<file path="src/rtl/tmr_evt_pkg.sv">
package tmr_evt_pkg;
  localparam int NUM_FLAGS  = 3;
  localparam int FLAG_MATCH = 0;
  localparam int FLAG_OVF   = 1;
  localparam int FLAG_CAPT  = 2;

  localparam int ADDR_STATUS = 0;
  localparam int ADDR_ENABLE = 1;
  localparam int ADDR_EOI    = 2;

  // New flag value: write-1-clear, but a same-cycle event wins
  function automatic logic [NUM_FLAGS-1:0] flag_next(
    input logic [NUM_FLAGS-1:0] cur,
    input logic [NUM_FLAGS-1:0] clr,
    input logic [NUM_FLAGS-1:0] set
  );
    return (cur & ~clr) | set;
  endfunction

  // Any flag that is both latched and enabled
  function automatic logic pend_any(
    input logic [NUM_FLAGS-1:0] stat,
    input logic [NUM_FLAGS-1:0] en
  );
    return |(stat & en);
  endfunction
endpackage

</file>
<file path="src/rtl/tmr_evt_regdec.sv">
module tmr_evt_regdec
  import tmr_evt_pkg::*;
#(
  parameter int ADDR_W = 2,
  parameter int DATA_W = 8
) (
  input  logic                 wr_i,
  input  logic [ADDR_W-1:0]    addr_i,
  input  logic [DATA_W-1:0]    wdata_i,
  input  logic [NUM_FLAGS-1:0] status_i,
  input  logic [NUM_FLAGS-1:0] enable_i,
  output logic [NUM_FLAGS-1:0] clr_mask_o,
  output logic                 en_we_o,
  output logic [NUM_FLAGS-1:0] en_wdata_o,
  output logic                 eoi_we_o,
  output logic [DATA_W-1:0]    rdata_o
);
  localparam int PAD_W = DATA_W - NUM_FLAGS;

  logic sel_status, sel_enable, sel_eoi;
  logic unused_wdata_hi;

  assign sel_status = (addr_i == ADDR_W'(ADDR_STATUS));
  assign sel_enable = (addr_i == ADDR_W'(ADDR_ENABLE));
  assign sel_eoi    = (addr_i == ADDR_W'(ADDR_EOI));

  assign clr_mask_o = (wr_i && sel_status) ? wdata_i[NUM_FLAGS-1:0] : '0;
  assign en_we_o    = wr_i && sel_enable;
  assign en_wdata_o = wdata_i[NUM_FLAGS-1:0];
  assign eoi_we_o   = wr_i && sel_eoi;
  assign unused_wdata_hi = ^wdata_i[DATA_W-1:NUM_FLAGS];

  always_comb begin
    rdata_o = '0;
    if (sel_status)      rdata_o = {{PAD_W{1'b0}}, status_i};
    else if (sel_enable) rdata_o = {{PAD_W{1'b0}}, enable_i};
  end
endmodule

</file>
<file path="src/rtl/tmr_evt_status.sv">
module tmr_evt_status
  import tmr_evt_pkg::*;
(
  input  logic                 clk,
  input  logic                 rst_n,
  input  logic [NUM_FLAGS-1:0] evt_i,
  input  logic [NUM_FLAGS-1:0] clr_mask_i,
  input  logic                 en_we_i,
  input  logic [NUM_FLAGS-1:0] en_wdata_i,
  output logic [NUM_FLAGS-1:0] status_o,
  output logic [NUM_FLAGS-1:0] enable_o,
  output logic                 pend_o
);
  logic [NUM_FLAGS-1:0] status_q, enable_q, status_d;

  assign status_d = flag_next(status_q, clr_mask_i, evt_i);

  for (genvar g = 0; g < NUM_FLAGS; g++) begin : g_flag
    always_ff @(posedge clk or negedge rst_n) begin
      if (!rst_n) begin
        status_q[g] <= 1'b0;
        enable_q[g] <= 1'b0;
      end else begin
        status_q[g] <= status_d[g];
        if (en_we_i) enable_q[g] <= en_wdata_i[g];
      end
    end

    // an event always latches, even against a clearing write
    assert_evt_wins_R11: assert property (@(posedge clk) disable iff (!rst_n)
      evt_i[g] |=> status_q[g]);
    // a flag with no event and no clear bit holds its value
    assert_zero_keeps_R2: assert property (@(posedge clk) disable iff (!rst_n)
      (!evt_i[g] && !clr_mask_i[g]) |=> $stable(status_q[g]));
  end

  assign status_o = status_q;
  assign enable_o = enable_q;
  assign pend_o   = pend_any(status_q, enable_q);
endmodule

</file>
<file path="src/rtl/tmr_evt_arm.sv">
module tmr_evt_arm (
  input  logic clk,
  input  logic rst_n,
  input  logic pend_i,
  input  logic eoi_we_i,
  output logic pulse_o,
  output logic armed_o
);
  logic armed_q;
  logic fire;

  assign fire = armed_q && pend_i;

  always_ff @(posedge clk or negedge rst_n) begin
    if (!rst_n)        armed_q <= 1'b1;
    else if (eoi_we_i) armed_q <= 1'b1;
    else if (fire)     armed_q <= 1'b0;
  end

  assign pulse_o = fire;
  assign armed_o = armed_q;

  // a pulse is never followed by another unless EOI was written
  assert_lockout_R3: assert property (@(posedge clk) disable iff (!rst_n)
    (pulse_o && !eoi_we_i) |=> !pulse_o);
  // an EOI write always leaves the logic armed
  assert_rearm_R4: assert property (@(posedge clk) disable iff (!rst_n)
    eoi_we_i |=> armed_q);
endmodule

</file>
<file path="src/rtl/tmr_evt_req.sv">
module tmr_evt_req
  import tmr_evt_pkg::*;
#(
  parameter int ADDR_W = 2,
  parameter int DATA_W = 8
) (
  input  logic                 clk,
  input  logic                 rst_n,
  input  logic [NUM_FLAGS-1:0] evt_i,
  input  logic                 reg_wr_i,
  input  logic [ADDR_W-1:0]    reg_addr_i,
  input  logic [DATA_W-1:0]    reg_wdata_i,
  output logic [DATA_W-1:0]    reg_rdata_o,
  output logic                 req_pulse_o,
  output logic                 irq_level_o
);
  logic [NUM_FLAGS-1:0] clr_mask, en_wdata, status, enable;
  logic en_we, eoi_we, pend, armed;

  tmr_evt_regdec #(.ADDR_W(ADDR_W), .DATA_W(DATA_W)) u_dec (
    .wr_i(reg_wr_i), .addr_i(reg_addr_i), .wdata_i(reg_wdata_i),
    .status_i(status), .enable_i(enable),
    .clr_mask_o(clr_mask), .en_we_o(en_we), .en_wdata_o(en_wdata),
    .eoi_we_o(eoi_we), .rdata_o(reg_rdata_o)
  );

  tmr_evt_status u_stat (
    .clk(clk), .rst_n(rst_n), .evt_i(evt_i), .clr_mask_i(clr_mask),
    .en_we_i(en_we), .en_wdata_i(en_wdata),
    .status_o(status), .enable_o(enable), .pend_o(pend)
  );

  tmr_evt_arm u_arm (
    .clk(clk), .rst_n(rst_n), .pend_i(pend), .eoi_we_i(eoi_we),
    .pulse_o(req_pulse_o), .armed_o(armed)
  );

  assign irq_level_o = pend;

  // EOI written while a request stays pending fires at once
  assert_eoi_refire_R5: assert property (@(posedge clk) disable iff (!rst_n)
    eoi_we ##1 irq_level_o |-> req_pulse_o);
  // a pulse is only ever issued while the level output is high
  assert_pulse_level_R10: assert property (@(posedge clk) disable iff (!rst_n)
    req_pulse_o |-> irq_level_o);
  // no pulse while disarmed
  assert_pulse_armed_R8: assert property (@(posedge clk) disable iff (!rst_n)
    req_pulse_o |-> armed);
endmodule

</file>
<file path="config.mk">
export PLATFORM = sky130hd
export DESIGN_NAME = tmr_evt_req
export DESIGN_NICKNAME = d
export VERILOG_FILES = /design/src/rtl/tmr_evt_pkg.sv /design/src/rtl/tmr_evt_regdec.sv /design/src/rtl/tmr_evt_status.sv /design/src/rtl/tmr_evt_arm.sv /design/src/rtl/tmr_evt_req.sv
export SDC_FILE = /design/constraint.sdc
export NUM_CORES = 1
export LEC_CHECK = 0
export BUFFER_PORTS_ARGS = -buffer_cell sky130_fd_sc_hd__buf_2
export CAP_MARGIN = 15
export CORE_AREA = 4 4 41 43
export DETAILED_ROUTE_END_ITERATION = 10
export DIE_AREA = 0 0 45 47
export PLACE_DENSITY_LB_ADDON = 0.08
export SETUP_SLACK_MARGIN = 0.15
export SYNTH_ARGS = -nofsm -noshare
export SYNTH_HDL_FRONTEND = slang
export SYNTH_SLANG_ARGS = --single-unit
</file>
<file path="constraint.sdc">
create_clock -name clk -period 1.05 [get_ports clk]
set_input_delay 0 -clock clk [delete_from_list [all_inputs] [get_ports clk]]
set_output_delay 0 -clock clk [all_outputs]
set_load 0.1 [all_outputs]
</file>
==> impl_metrics.ini, run 1 <==
[hold_path]
min_path_type = primary input to flip-flop
hold_depth = 3

[pwr]
p_leak_nw = 0.344
total_power_mw = 1.17
ir_drop_mv = 0.969
cellPowerDensity_mw_per_mm2 = 1580

[global_routing]
grt-busiest-layer = met2
use_met2_pct = 19.5
met3_usage_pct = 3.83
grt_max_degree = 8
grt_antenna_before_repair = 0
grt_first_pass_wirelength_um = 1550
overflow = 0
grt_use_met1_pct = 11.0
grt_pass1_vias = 341
track_usage_pct = 10.8

[worst_setup_path]
crit_slowest_cell = dfrtp_1
worstPathMaxFanout = 3
arrival_ns = 1.36
worstSetupPathType = flip-flop to output port
max_stage_delay_ns = 0.40
path_cells = a222oi_1 -> buf_4 -> nor2b_4 -> buf_12
end_kind = output port
crit_required_ns = 1.05
critPathLaunchType = flip-flop
r2r_cells = 5

[detailed_routing]
vias = 371
wl_um = 999
drc = 0
dr.pass1.iters = 6
routed_via_density = 4.42
postRouteAntennaNets = 0
first_iter_violations = 7
wl_per_cell_um = 11.9

[placement]
post_dp_cell_area_um2 = 569
place_ws_ns = -0.156
finalWeightedCongestion = 0.716
dp_hpwl_um = 783
io_buffer_count = 15

[clocking]
clockBufferDepth = 2
cts.sinks = 7
h-tree-depth = 1
cts_tree = done
clk_latency_ns = 0.24
clkTransAtPathRegs_ns = 0.05
cts-root-buf = clkbuf_4
numCtsBuffers = 3

[cells_and_area]
nNetsFinal = 86
diodes = 0
final_core_util_pct = 56.9
area_growth_syn_to_layout_pct = 89.7
drive_gt1_share_pct = 56.5
fin_area_um2 = 741

[synthesis]
synth_adder_area_share_pct = 0
synth_simple_gate_area_share_pct = 11.2
synth.area.top_cells = dfrtp_1 (38%), buf_4 (12%), mux2_2 (8.7%)
synth_seq_area_share_pct = 45.2
synth-edff-count = 0
synth_warnings = 0
synth_top_area_share_pct = 38.5
async_reset_ff_share_pct = 100
synthMuxAreaShare_pct = 16.3
synth_cell_types = 14
syn_avg_cell_area_um2 = 10.0
synth_compound_area_share_pct = 9.94
yosysTopAreaCell = dfrtp_1
synth_top_family_by_area = multiplexers
synth_area_um2 = 390
synthCells = 39
synth-xor-area-share_pct = 0
synth.top_cells.by_count = buf_4 (6), dfrtp_1 (6), nor2_1 (6), inv_1 (5)
synth_top_flop_cell = dfrtp_1
synth-seq-cells = 7

[sta]
setup_viol = 6
rsz0062_at_grt = yes
hold_viol_final = 0
finClkSkew_ns = 0.000363
setup_slack_ns = -0.309
hold_ws_ns = 0.0105
post-route-period-util_pct = 129
maxSlewViolCount = 0
fmax_mhz = 736
min_period_ns = 1.36

[floorplan]
die-area_mm2 = 0.00212
start_util_pct = 30.0
ios = 26
die_h_um = 47
num_rows = 13
core_area_mm2 = 0.00130
die_x_um = 45

[status]
status = finished, violations left
violations = negative setup slack

[run]
cap_viol_max_count = 0
==> per-stage QoR <==
step | TNS (ns) | std cells
global route | -1.38 | 84
CTS | -1.14 | 83
floorplan | -0.539 | 43
finish | -1.15 | 84
global placement | -0.282 | 73
detailed placement | -0.311 | 73
==> cell type report <==
| type | instances | area [um^2] |
|---|---|---|
| flip-flops and latches | 7 | 176 |
| well taps | 15 | 18.8 |
| multi-input cells | 25 | 231 |
| fillers | 120 | 561 |
| repair buffers | 28 | 269 |
| clock buffers | 4 | 26.3 |
| inverters | 5 | 18.8 |
==> power by group <==
part | internal (mW) | switching (mW) | total [mW]
clock | 0.144 | 0.0906 | 0.235
sequential | 0.302 | 0.0225 | 0.324
combinational | 0.246 | 0.368 | 0.614
==> repair_timing <==
item,CTS,global route
endpoints found under the hold margin,12,0
resized for setup,15,4
gates cloned,0,0
setup endpoints to repair,6,8
pin swaps,2,2
hold buffers,4,0
buffers inserted,2,1
==> registers in the layout (all words and copies together) (netlist names) <==
register	flops
u_stat.enable_o	3
u_stat.status_o	3
u_arm.armed_o	1
==> path summary, 6_finish.rpt <==
check                      slack, ns                      endpoint                      startpoint
max in group asynchronous       0.70     u_arm.armed_o$_DFFE_PN1P_                           rst_n
setup / recovery               -0.31                   req_pulse_o  u_stat.enable_o[2]$_DFFE_PN0P_
hold reg to reg                 0.58     u_arm.armed_o$_DFFE_PN1P_       u_arm.armed_o$_DFFE_PN1P_
hold / removal                  0.01  u_stat.status_o[1]$_DFF_PN0_                        evt_i[1]
setup reg to reg               -0.22     u_arm.armed_o$_DFFE_PN1P_  u_stat.enable_o[2]$_DFFE_PN0P_
min in group asynchronous       0.12  u_stat.status_o[1]$_DFF_PN0_                           rst_n
==> critical path, delay by kind of cell (launching register included) <==
kind | cells | cell delay, ns
AND/OR/NAND/NOR | 1 | 0.04
buffers and inverters | 2 | 0.36
flip-flops | 1 | 0.40
AO/OA/AOI/OAI | 1 | 0.32
==> cells by family (layout without fill, tap and decap cells) <==
family,count (synthesis),in the layout
buffers and inverters,11,37
flip-flops,7,7
multiplexers,6,6
AO/OA/AOI/OAI,5,5
other,1,5
AND/OR/NAND/NOR,9,9
==> placed cells by master, fill, tap and decap left out <==
master and n:
nor2b_4 1, nor3b_1 1, dfstp_2 1, nand3b_1 1, mux2i_2 1, dfrtp_1 6
inv_2 1, inv_1 4, buf_4 6, nor2_4 3, nor2_1 3, conb_1 5
clkbuf_4 3, a31oi_1 3, a222oi_1 1, mux2_4 2, mux2i_4 2, buf_12 5
dlygate4sd3_1 4, clkbuf_1 1, a32o_1 1, mux2_2 1, buf_6 3, buf_2 10
==> metal layers <==
| layer | up-vias | routed length, um |
|---|---|---|
| li1 | 187 | - |
| met1 | 171 | 394 |
| met2 | 13 | 523 |
| met3 | 0 | 81 |
| met4 | 0 | 0 |
| met5 | - | 0 |
Note: power is estimated with default switching activity, not from simulation.
==> run 2: changes to the inputs <==
REMOVE_ABC_BUFFERS = 1   (was not set)
==> impl_metrics.ini, run 2 (synthesis results as in run 1) <==
[pwr]
swShare_pct = 41.2
ir_drop_mv = 0.774
p_clk_share_pct = 21.9
p_leak_nw = 0.339
p_comb_share_pct = 48.9
seqPwrFrac_pct = 29.2
cellPowerDensity_mw_per_mm2 = 1560
total_power_mw = 1.10
power.net_switching_uw = 456
p_int_uw = 649

[sta]
maxSlewViolCount = 0
finClkSkew_ns = 0.000338
min_period_ns = 1.38
setup_slack_ns = -0.334
hold_viol_final = 0
rsz0062_at_grt = yes
fmax_mhz = 723
setup_viol = 6
post-route-period-util_pct = 132
tns_ns = -1.18

[floorplan]
die_x_um = 45
die-area_mm2 = 0.00212
ios = 26
num_rows = 13
die_h_um = 47
core_area_mm2 = 0.00130
start_util_pct = 30.0

[global_routing]
overflow = 0
grt_pass1_vias = 341
grt_first_pass_wirelength_um = 1480
grt_antenna_before_repair = 0
grt_max_degree = 8
track_usage_pct = 10.4

[hold_path]
min_path_type = primary input to flip-flop

[worst_setup_path]
r2r_cells = 3
regToRegSetupSlack_ns = -0.05
cp.depth = 4
worstSetupPathType = flip-flop to output port
path_cells = a222oi_1 -> buf_4 -> nor2b_2 -> buf_12
max_stage_delay_ns = 0.39
r2r-start = u_stat.enable_o[1]$_DFFE_PN0P_
critPathCapture = req_pulse_o
end_kind = output port
critPathLaunchType = flip-flop
rr_endpoint = u_arm.armed_o$_DFFE_PN1P_
crit_start = u_stat.enable_o[1]$_DFFE_PN0P_
arrival_ns = 1.38
worstPathMaxFanout = 3
crit_required_ns = 1.05
path_buf_inv = 2
crit_slowest_cell = dfrtp_1
path_delay_family = flip-flops

[cells_and_area]
area_growth_syn_to_layout_pct = 81.7
regArea_um2 = 176
layout_common_cells = buf_2 (10), buf_6 (6), dfrtp_1 (6)
final_core_util_pct = 54.5
n_fill_cell = 121
multi_input_area_um2 = 181
drive_gt1_share_pct = 52.9
diodes = 0
nNetsFinal = 87
final_cells = 85
final_common_cell = buf_2

[detailed_routing]
wl_per_cell_um = 11.1
first_iter_violations = 1
dr.pass1.iters = 4
drc = 0
wl_um = 943
postRouteAntennaNets = 0
vias = 367
routed_via_density = 4.32

[placement]
finalWeightedCongestion = 0.720
io_buffer_count = 15
dp_hpwl_um = 744
place_inst = 73

[status]
status = finished, violations left
violations = negative setup slack

[clocking]
cts_tree = done
h-tree-depth = 1
clkTransAtPathRegs_ns = 0.05
cts-root-buf = clkbuf_4
clockBufferDepth = 2
clk_latency_ns = 0.25
numCtsBuffers = 3
cts.sinks = 7

[run]
cap_viol_max_count = 0
-- run 2: cell count changes in the layout (fill, tap and decap cells not counted), sizes merged --
cell and change:
buf +1
-- run 2: area by class of cell --
| type | instances | share of cell area (%) |
|---|---|---|
| repair buffers | 29 | 40.6 |
| multi-input cells | 25 | 25.6 |
| flip-flops and latches | 7 | 24.9 |
| clock buffers | 4 | 3.70 |
| inverters | 5 | 2.65 |
| well taps | 15 | 2.65 |
-- run 2: power by group through the flow --
stage | clock [mW] | sequential [mW] | combinational [mW]
after floorplan | 0 | 0.320 | 0.313
after global placement | 0 | 0.324 | 0.448
after detailed placement | 0 | 0.325 | 0.451
after CTS | 0.254 | 0.321 | 0.485
after global routing | 0.275 | 0.326 | 0.560
final | 0.242 | 0.323 | 0.540
-- run 2: tightest hold or removal path, delay by kind of cell --
family | cells | cell delay [ns]
buffers and inverters | 2 | 0.14
AOI/OAI and AO/OA | 1 | 0.07
-- run 2: worst min-delay path by stage --
stage | cells after the start | slack (ns) | end | startpoint
5_1_grt | 3 | 0.008 | u_stat.status_o[0]$_DFF_PN0_ | evt_i[0]
3_5_place_dp | 1 | -0.16 | u_stat.enable_o[0]$_DFFE_PN0P_ | rst_n
6_report | 3 | 0.008 | u_stat.status_o[2]$_DFF_PN0_ | evt_i[2]
2_1_floorplan | 0 | -0.30 | u_stat.enable_o[0]$_DFFE_PN0P_ | rst_n
3_3_place_gp | 1 | -0.16 | u_stat.status_o[0]$_DFF_PN0_ | rst_n
4_1_cts | 3 | 0.0005 | u_stat.status_o[2]$_DFF_PN0_ | evt_i[2]
-- run 2: layer usage --
layer  GRT usage [%]  part of all wire [%]  vias up
li1                -                     -      183
met1            11.6                    41      170
met2            16.1                    51       14
met3            3.45                   8.5        0
met4            8.77                     0        0
met5               0                     0        -
-- run 2: stage by stage --
stage | area, um^2 | hold WS [ns] | setup slack, ns
after detailed placement | 544 | -0.157 | -0.169
after CTS | 646 | 0.000523 | -0.349
after global placement | 544 | -0.160 | -0.148
after floorplan | 360 | -0.296 | -0.812
after global routing | 709 | 0.00796 | -0.439
final | 709 | 0.00789 | -0.334
-- run 2: what timing repair did --
action / 4_1_cts / 5_1_grt
resized for setup: 6 / 14
hold endpoints to repair: 13 / 0
buffers inserted: 2 / 2
pin swaps: 2 / 3
endpoints found under the setup margin: 6 / 8
hold buffers: 4 / 0
==> run 3: changes to the inputs <==
CTS_CLUSTER_SIZE = 14   (was not set)
SETUP_SLACK_MARGIN = 0.3   (was 0.15)
==> impl_metrics.ini, run 3 (synthesis results as in run 1) <==
[sta]
tns_ns = -1.22
hold_viol_final = 1
post-route-period-util_pct = 132
setup_slack_ns = -0.339
setup_viol = 6
maxSlewViolCount = 0
hold_ws_ns = -0.000445
finClkSkew_ns = 0.000360
min_period_ns = 1.39
rsz0062_at_grt = yes
fmax_mhz = 720

[worst_setup_path]
crit_slowest_cell = dfrtp_1
worstSetupPathType = flip-flop to output port
arrival_ns = 1.39
worstPathMaxFanout = 3
critPathLaunchType = flip-flop
path_cells = a222oi_1 -> buf_4 -> nor2b_2 -> buf_12
end_kind = output port
max_stage_delay_ns = 0.39
crit_required_ns = 1.05

[clocking]
clockBufferDepth = 2
clkTransAtPathRegs_ns = 0.05
h-tree-depth = 1
clk_latency_ns = 0.25
cts-root-buf = clkbuf_4
numCtsBuffers = 3
cts_tree = done
cts.sinks = 7

[cells_and_area]
final_cells = 84
final_core_util_pct = 54.3
drive_gt1_share_pct = 55.1
n_fill_cell = 125
nNetsFinal = 86
final_common_cell = buf_2
diodes = 0
layout_common_cells = buf_2 (11), buf_6 (6), dfrtp_1 (6)
area_growth_syn_to_layout_pct = 81.1

[floorplan]
die-area_mm2 = 0.00212
core_area_mm2 = 0.00130
num_rows = 13
ios = 26
start_util_pct = 30.0
die_x_um = 45
die_h_um = 47

[pwr]
p_comb_share_pct = 49.2
p_leak_nw = 0.345
swShare_pct = 41.3
p_clk_share_pct = 21.8
cellPowerDensity_mw_per_mm2 = 1580
seqPwrFrac_pct = 29.0
power.net_switching_uw = 461
p_int_uw = 655
ir_drop_mv = 0.775

[detailed_routing]
wl_per_cell_um = 12.0
first_iter_violations = 2
vias = 361
routed_via_density = 4.30
dr.pass1.iters = 4
drc = 0
wl_um = 1010
postRouteAntennaNets = 0

[run]
cap_viol_max_count = 0

[global_routing]
grt_pass1_vias = 364
grt_max_degree = 8
grt_first_pass_wirelength_um = 1520
track_usage_pct = 10.7
overflow = 0
grt_antenna_before_repair = 0

[placement]
dp_hpwl_um = 744
place_inst = 73
place_ws_ns = -0.169
finalWeightedCongestion = 0.720
io_buffer_count = 15

[hold_path]
min_path_type = primary input to flip-flop

[status]
status = finished, violations left
violations = negative hold slack, negative setup slack
-- run 3: final timing paths --
kind                                                   to  slack [ns]  depth (start not counted)                      startpoint
min                        u_stat.enable_o[1]$_DFFE_PN0P_     -0.0004                          2                  reg_wdata_i[1]
max in group asynchronous       u_arm.armed_o$_DFFE_PN1P_        0.71                          2                           rst_n
max                                           req_pulse_o       -0.34                          4  u_stat.enable_o[1]$_DFFE_PN0P_
min in group asynchronous  u_stat.enable_o[0]$_DFFE_PN0P_        0.12                          2                           rst_n
min reg2reg                u_stat.enable_o[1]$_DFFE_PN0P_        0.55                          1  u_stat.enable_o[1]$_DFFE_PN0P_
max reg2reg                     u_arm.armed_o$_DFFE_PN1P_       -0.06                          3  u_stat.enable_o[1]$_DFFE_PN0P_
-- run 3: critical path, delay by kind of cell (launching register included) --
kind | cells | cell delay (ns)
buf+inv | 2 | 0.35
compound gates | 1 | 0.35
flops | 1 | 0.39
simple gates | 1 | 0.05
-- run 3: power by group through the flow --
stage          clock, mW  sequential, mW  combinational (mW)
6_report           0.243           0.324               0.549
5_1_grt            0.275           0.326               0.568
4_1_cts            0.254           0.322               0.494
3_5_place_dp           0           0.325               0.451
3_3_place_gp           0           0.324               0.448
2_1_floorplan          0           0.320               0.313
-- run 3: per-layer routing --
metal	track usage [%]	up-vias	part of all wire, %
li1	-	182	-
met4	8.77	0	0
met5	0	-	0
met1	10.9	165	40
met2	17.8	14	52
met3	3.45	0	7.8
-- run 3: timing repair --
item | CTS | global route
setup endpoints to repair | 12 | 12
resized for setup | 8 | 16
hold buffers | 4 | 1
setup buffers | 2 | 1
pin swaps | 3 | 3
endpoints found under the hold margin | 13 | 1
-- run 3: final cells by class --
class,count,area [um^2],share of cell area (%)
inverter,5,18.8,2.65
timing repair buffer,28,275,38.9
multi-input combinational,25,191,27.1
clock buffer,4,26.3,3.72
sequential,7,176,25.0
tap,15,18.8,2.65
-- run 3: through the flow --
| step | hold WS [ns] | cell area [um^2] | power [mW] |
|---|---|---|---|
| after floorplan | -0.296 | 360 | 0.633 |
| after global placement | -0.160 | 544 | 0.772 |
| after detailed placement | -0.157 | 544 | 0.776 |
| after CTS | 0.00127 | 653 | 1.07 |
| after global routing | -0.00419 | 707 | 1.17 |
| final | -0.000445 | 707 | 1.12 |
